==> src/rtl/ooo_sched.sv <==
module ooo_sched #(
  parameter int XLEN = 16,
  parameter int NREG = 8,
  parameter int WIN = 8,
  parameter int MUL_LAT = 4,
  localparam int RW = $clog2(NREG),
  localparam int TW = $clog2(WIN),
  localparam int CW = $clog2(WIN + 1),
  localparam int MW = $clog2(MUL_LAT + 1)
) (
  input  logic            clk,
  input  logic            rst_n,
  input  logic            in_order,
  input  logic            in_valid,
  output logic            in_ready,
  input  logic            in_op,
  input  logic [RW-1:0]   in_dst,
  input  logic [RW-1:0]   in_src_a,
  input  logic [RW-1:0]   in_src_b,
  output logic            ret_valid,
  output logic [RW-1:0]   ret_dst,
  output logic [XLEN-1:0] ret_value,
  output logic [31:0]     cycle_count
);

  logic [XLEN-1:0] arf [NREG];
  logic [NREG-1:0] rat_busy;
  logic [TW-1:0]   rat_tag [NREG];

  logic [WIN-1:0]  e_v, e_iss, e_done, e_op, e_ra, e_rb;
  logic [RW-1:0]   e_dst [WIN];
  logic [TW-1:0]   e_ta [WIN];
  logic [TW-1:0]   e_tb [WIN];
  logic [XLEN-1:0] e_va [WIN];
  logic [XLEN-1:0] e_vb [WIN];
  logic [XLEN-1:0] e_res [WIN];

  logic [TW-1:0] head, tail;
  logic [CW-1:0] count;

  logic            add_v;
  logic [TW-1:0]   add_tag;
  logic [XLEN-1:0] add_res;
  logic            mul_busy;
  logic [MW-1:0]   mul_cnt;
  logic [TW-1:0]   mul_tag;
  logic [XLEN-1:0] mul_res;

  logic            mul_fin, add_free, mul_free, alloc;
  logic            bc_v;
  logic [TW-1:0]   bc_tag;
  logic [XLEN-1:0] bc_val;

  assign mul_fin  = mul_busy && (mul_cnt == MW'(MUL_LAT));
  assign add_free = !add_v || !mul_fin;
  assign mul_free = !mul_busy || mul_fin;
  assign bc_v     = mul_fin || add_v;
  assign bc_tag   = mul_fin ? mul_tag : add_tag;
  assign bc_val   = mul_fin ? mul_res : add_res;

  assign in_ready  = count < CW'(WIN);
  assign alloc     = in_valid && in_ready;
  assign ret_valid = e_v[head] && e_done[head];
  assign ret_dst   = e_dst[head];
  assign ret_value = e_res[head];

  logic [RW-1:0]   src [2];
  logic            op_rdy [2];
  logic [TW-1:0]   op_tag [2];
  logic [XLEN-1:0] op_val [2];

  assign src[0] = in_src_a;
  assign src[1] = in_src_b;

  always_comb begin
    for (int k = 0; k < 2; k++) begin
      op_tag[k] = rat_tag[src[k]];
      op_rdy[k] = 1'b1;
      op_val[k] = arf[src[k]];
      if (rat_busy[src[k]]) begin
        if (e_done[op_tag[k]]) begin
          op_val[k] = e_res[op_tag[k]];
        end else if (bc_v && bc_tag == op_tag[k]) begin
          op_val[k] = bc_val;
        end else begin
          op_rdy[k] = 1'b0;
          op_val[k] = '0;
        end
      end
    end
  end

  logic          iss;
  logic [TW-1:0] iss_idx;

  always_comb begin
    logic          blk;
    logic [TW-1:0] slot;
    iss     = 1'b0;
    iss_idx = head;
    blk     = 1'b0;
    for (int k = 0; k < WIN; k++) begin
      slot = head + TW'(k);
      if (!blk && e_v[slot] && !e_iss[slot]) begin
        if (e_ra[slot] && e_rb[slot] && (e_op[slot] ? mul_free : add_free)) begin
          iss     = 1'b1;
          iss_idx = slot;
          blk     = 1'b1;
        end else if (in_order) begin
          blk = 1'b1;
        end
      end
    end
  end

  always_ff @(posedge clk or negedge rst_n) begin
    if (!rst_n) begin
      e_v <= '0; e_iss <= '0; e_done <= '0; e_op <= '0; e_ra <= '0; e_rb <= '0;
      for (int i = 0; i < WIN; i++) begin
        e_dst[i] <= '0; e_ta[i] <= '0; e_tb[i] <= '0;
        e_va[i]  <= '0; e_vb[i] <= '0; e_res[i] <= '0;
      end
    end else begin
      for (int i = 0; i < WIN; i++) begin
        if (ret_valid && head == TW'(i)) e_v[i] <= 1'b0;
        if (bc_v && e_v[i] && !e_ra[i] && e_ta[i] == bc_tag) begin
          e_ra[i] <= 1'b1;
          e_va[i] <= bc_val;
        end
        if (bc_v && e_v[i] && !e_rb[i] && e_tb[i] == bc_tag) begin
          e_rb[i] <= 1'b1;
          e_vb[i] <= bc_val;
        end
        if (bc_v && bc_tag == TW'(i)) begin
          e_done[i] <= 1'b1;
          e_res[i]  <= bc_val;
        end
        if (iss && iss_idx == TW'(i)) e_iss[i] <= 1'b1;
        if (alloc && tail == TW'(i)) begin
          e_v[i]    <= 1'b1;
          e_iss[i]  <= 1'b0;
          e_done[i] <= 1'b0;
          e_op[i]   <= in_op;
          e_dst[i]  <= in_dst;
          e_ra[i]   <= op_rdy[0];
          e_ta[i]   <= op_tag[0];
          e_va[i]   <= op_val[0];
          e_rb[i]   <= op_rdy[1];
          e_tb[i]   <= op_tag[1];
          e_vb[i]   <= op_val[1];
        end
      end
    end
  end

  always_ff @(posedge clk or negedge rst_n) begin
    if (!rst_n) begin
      rat_busy <= '0;
      for (int i = 0; i < NREG; i++) begin
        arf[i]     <= XLEN'(i);
        rat_tag[i] <= '0;
      end
    end else begin
      if (ret_valid) begin
        arf[ret_dst] <= ret_value;
        if (rat_busy[ret_dst] && rat_tag[ret_dst] == head) rat_busy[ret_dst] <= 1'b0;
      end
      if (alloc) begin
        rat_busy[in_dst] <= 1'b1;
        rat_tag[in_dst]  <= tail;
      end
    end
  end

  always_ff @(posedge clk or negedge rst_n) begin
    if (!rst_n) begin
      head <= '0;
      tail <= '0;
      count <= '0;
      cycle_count <= '0;
    end else begin
      cycle_count <= cycle_count + 32'd1;
      if (ret_valid) head <= head + TW'(1);
      if (alloc) tail <= tail + TW'(1);
      case ({alloc, ret_valid})
        2'b10:   count <= count + CW'(1);
        2'b01:   count <= count - CW'(1);
        default: count <= count;
      endcase
    end
  end

  always_ff @(posedge clk or negedge rst_n) begin
    if (!rst_n) begin
      add_v <= 1'b0; add_tag <= '0; add_res <= '0;
      mul_busy <= 1'b0; mul_cnt <= '0; mul_tag <= '0; mul_res <= '0;
    end else begin
      if (add_v && !mul_fin) add_v <= 1'b0;
      if (iss && !e_op[iss_idx]) begin
        add_v   <= 1'b1;
        add_tag <= iss_idx;
        add_res <= e_va[iss_idx] + e_vb[iss_idx];
      end
      if (mul_fin) mul_busy <= 1'b0;
      else if (mul_busy) mul_cnt <= mul_cnt + MW'(1);
      if (iss && e_op[iss_idx]) begin
        mul_busy <= 1'b1;
        mul_cnt  <= MW'(1);
        mul_tag  <= iss_idx;
        mul_res  <= e_va[iss_idx] * e_vb[iss_idx];
      end
    end
  end

endmodule

==> config.mk <==
export PLATFORM = sky130hd
export DESIGN_NAME = ooo_sched
export DESIGN_NICKNAME = d
export VERILOG_FILES = /design/src/rtl/ooo_sched.sv
export SDC_FILE = /design/constraint.sdc
export NUM_CORES = 2
export LEC_CHECK = 0
export BUFFER_PORTS_ARGS = -buffer_cell sky130_fd_sc_hd__buf_2
export CORE_MARGIN = 8
export CORE_UTILIZATION = 55
export DETAILED_ROUTE_END_ITERATION = 7
export PLACE_DENSITY = 0.81
export REMOVE_ABC_BUFFERS = 1
export SYNTH_ARGS = -nofsm -noshare
export SYNTH_HDL_FRONTEND = slang
export SYNTH_SLANG_ARGS = --single-unit
export TNS_END_PERCENT = 50
==> constraint.sdc <==
create_clock -name clk -period 13.88 [get_ports clk]
set_clock_uncertainty 0.15 [all_clocks]
set_input_delay 0.694 -clock clk [delete_from_list [all_inputs] [get_ports clk]]
set_output_delay 0.694 -clock clk [all_outputs]
set_load 0.02 [all_outputs]
==> impl_metrics.toml <==
[drt]
via_per_inst = 6.62
postRouteAntennaNets = 0
wl_microns = 136000
initialDrtViolationCount = 4695
wl_per_cell_microns = 23.9
drt_first_pass_iters = 6
drcViolationCount = 0
vias = 37588

[cells_and_area]
nFillCells = 6602
multi_input_area_sq_um = 25100
nNetsFinal = 4716
drive_gt1_share_pct = 14.5
layout.area.seq_sq_um = 18800
areaGrowthSynthToFinish_pct = 9.79
n_antenna_cell = 0

[placement]
hpwlAfterDp_microns = 85500
globalplace.congestion = 0.953
portBuffers = 66
place_ws_ps = 1060

[critical_path]
crit-reg2reg-launch = "head[0]"
r2r_slack_ps = 980
cp.arrival_ps = 13280
r2r_cells = 43
worstPathRequired_ps = 14260
path_class = "flip-flop to flip-flop"
cp_slowest_stage_delay_ps = 870
reg2reg_to = "mul_res[15]"
crit_path_top_delay_cell = "ha_1"
end_kind = "flip-flop"
crit_fanout = 28
critPathLaunchType = "flip-flop"

[synthesis]
synth_flop_cell = "dfrtp_1"
ys_seq_elements = 749
ys_async_sr_fraction_pct = 100
syn_area_sq_um = 45800
syn_area_per_cell_sq_um = 9.91
yosysWarnings = 0
synth_edf_count = 0
synth_cells = 4621
yosysUniqueCellTypes = 90
synth.yosys.seq_area_share_pct = 41.0

[outcome]
status = "finished clean"

[floorplanning]
die_h_microns = 305
num_rows = 106
fp.dieArea_sq_um = 92700
fp.dieW_microns = 305
core_area_sq_um = 83000
start_util_pct = 55.2
io_pins = 67

[sta]
final_hold_viol_count = 0
fin_ws_ps = 981
relSlewSlack_pct = 11.3
period_needed_ps = 12900
worstMarginPinSlew_ps = 1320
setup_viol = 0
slew_viol_final = 0
fmax_mhz = 77.5
rsz0062_at_grt = "false"
setup_tns_ps = 0
period_share_pct = 92.9

[clock_network]
clk_pin_slew_ps = 60
cts_resized = 0
cts_buffer_depth = 3
post_cts_buffers = 0
cts_sinks = 749
cts_buffers = 83
insertion_delay_ps = 660
hold_buffers = 1
tritoncts = "yes"
cts_max_level = 3
clock-root-buffer = "clkbuf_16"

[grt]
antenna_found_initial = 0
grt_pass1_wl_microns = 215000
grt_pass1_vias = 37785
grt_max_degree = 178
grt.overflow.total = 0
track_usage_pct = 28.9

[worst_hold_path]
hp-class = "input port to flip-flop"
holdPathEnd = "e_op[0]"
hold_path_depth = 3
min-delay-start = "in_op"

[flow_run]
cap_viol_max_count = 0
==> per-layer routing <==
metal  GRT usage (%)  wire, microns  part of all wire, %
met5               0              0                    0
met4            13.5           6870                  5.1
met3            6.12          14200                   10
met2            46.0          63500                   47
met1            37.8          51400                   38
==> worst max path at each step <==
stage / start / endpoint / slack, ps / cells past startpoint
floorplan: head[0] / mul_res[15] / -670 / 43
global placement: head[0] / mul_res[15] / 1350 / 38
detailed placement: head[0] / mul_res[15] / 1060 / 43
CTS: head[0] / mul_res[15] / 1040 / 43
global route: head[0] / mul_res[15] / 60 / 43
finish: head[0] / mul_res[15] / 980 / 43
==> synthesized netlist by cell type, drive strengths merged (5+ instances only) <==
cell type	instances	area (sq um)
nor3b	7	52.6
o21bai	12	90.1
a21o	11	82.6
and2	19	121
nand4	13	87.6
o221ai	5	50.0
o211ai	260	1950
nand4b	24	210
nor2b	78	488
mux2	55	623
mux4	202	4660
a221oi	8	82.6
buf	68	449
clkbuf	289	1080
a211oi	107	816
o21a	6	45.0
nand3	26	130
xnor2	98	881
xor2	45	394
nand2	754	2830
mux2i	216	2220
ha	84	1050
and3	11	68.8
nor2	195	734
dfrtp	737	18400
a22oi	6	58.8
nor3	30	178
dfstp	12	315
a21oi	206	1030
o21ai	633	3170
nand3b	35	263
nand2b	20	140
a31oi	5	31.3
inv	210	788
clkinv	5	18.8
fa	82	1640
==> sequential cells by signal, summed over array words and instances (netlist names), 4 cells and up <==
name,cells
e_rb,8
add_res,16
arf,128
e_tb,24
e_iss,8
e_vb,128
e_done,8
e_ra,8
e_va,128
mul_res,16
e_op,8
e_ta,24
e_v,8
rat_busy,8
e_dst,24
e_res,128
rat_tag,24
cycle_count,32
count,4
==> kinds of logic after synthesis <==
family	after synthesis	synth area share [%]
AOI/OAI and AO/OA	1287	16.8
and+or+nand+nor	1227	11.9
DFF	749	41.0
buffers and inverters	572	5.11
muxes	473	16.4
adders and majority gates	166	5.88
xor gates and xnor gates	147	2.98
==> worst max-delay path, delay by kind of cell, from the launching register on <==
kind,cells,cell delay (ps)
buffers and inverters,10,1880
AND/OR/NAND/NOR,3,980
multiplexers,5,1850
AO/OA/AOI/OAI,10,1970
adder cells (fa/ha/maj),9,3420
flip-flops,1,660
XOR/XNOR,6,1840
==> placed cells by master, fill, tap and decap left out, drive strengths merged, types with 8 or more instances in the layout <==
cell	synthesis	routed
nand3	26	26
dfrtp	737	737
dfstp	12	12
nand4	13	13
nor2b	78	78
clkbuf	289	122
a211oi	107	107
clkinv	5	17
xor2	45	45
buf	68	186
nand2	754	754
a221oi	8	8
xnor2	98	98
nand3b	35	35
o21bai	12	12
inv	210	213
o211ai	260	260
bufinv	0	12
and2	19	19
o21ai	633	633
nand2b	20	20
mux4	202	202
mux2	55	55
nor3	30	30
a21o	11	11
mux2i	216	216
nand4b	24	24
and3	11	11
nor2	195	195
fa	82	82
ha	84	84
a21oi	206	206
==> layout make-up <==
| class | count | area share, % |
|---|---|---|
| clock buffer | 122 | 4.95 |
| clock inverter | 28 | 0.956 |
| inverter | 215 | 1.61 |
| multi-input combinational | 3300 | 49.9 |
| sequential | 749 | 37.3 |
| tap | 1080 | 2.69 |
| timing repair buffer | 187 | 2.54 |
==> stage by stage <==
stage               instance area, sq um  util [%]  hold WS [ps]  std cells
global placement                   47300      57.0           302       5530
CTS                                50300      60.6           184       5681
finish                             50300      60.6           212       5681
global route                       50300      60.6           222       5681
floorplan                          44300         -           248       4264
detailed placement                 47300      57.0           307       5530
Power is not shown: default switching activity piles up to over one toggle a cycle in this logic, so the estimate is an artifact.
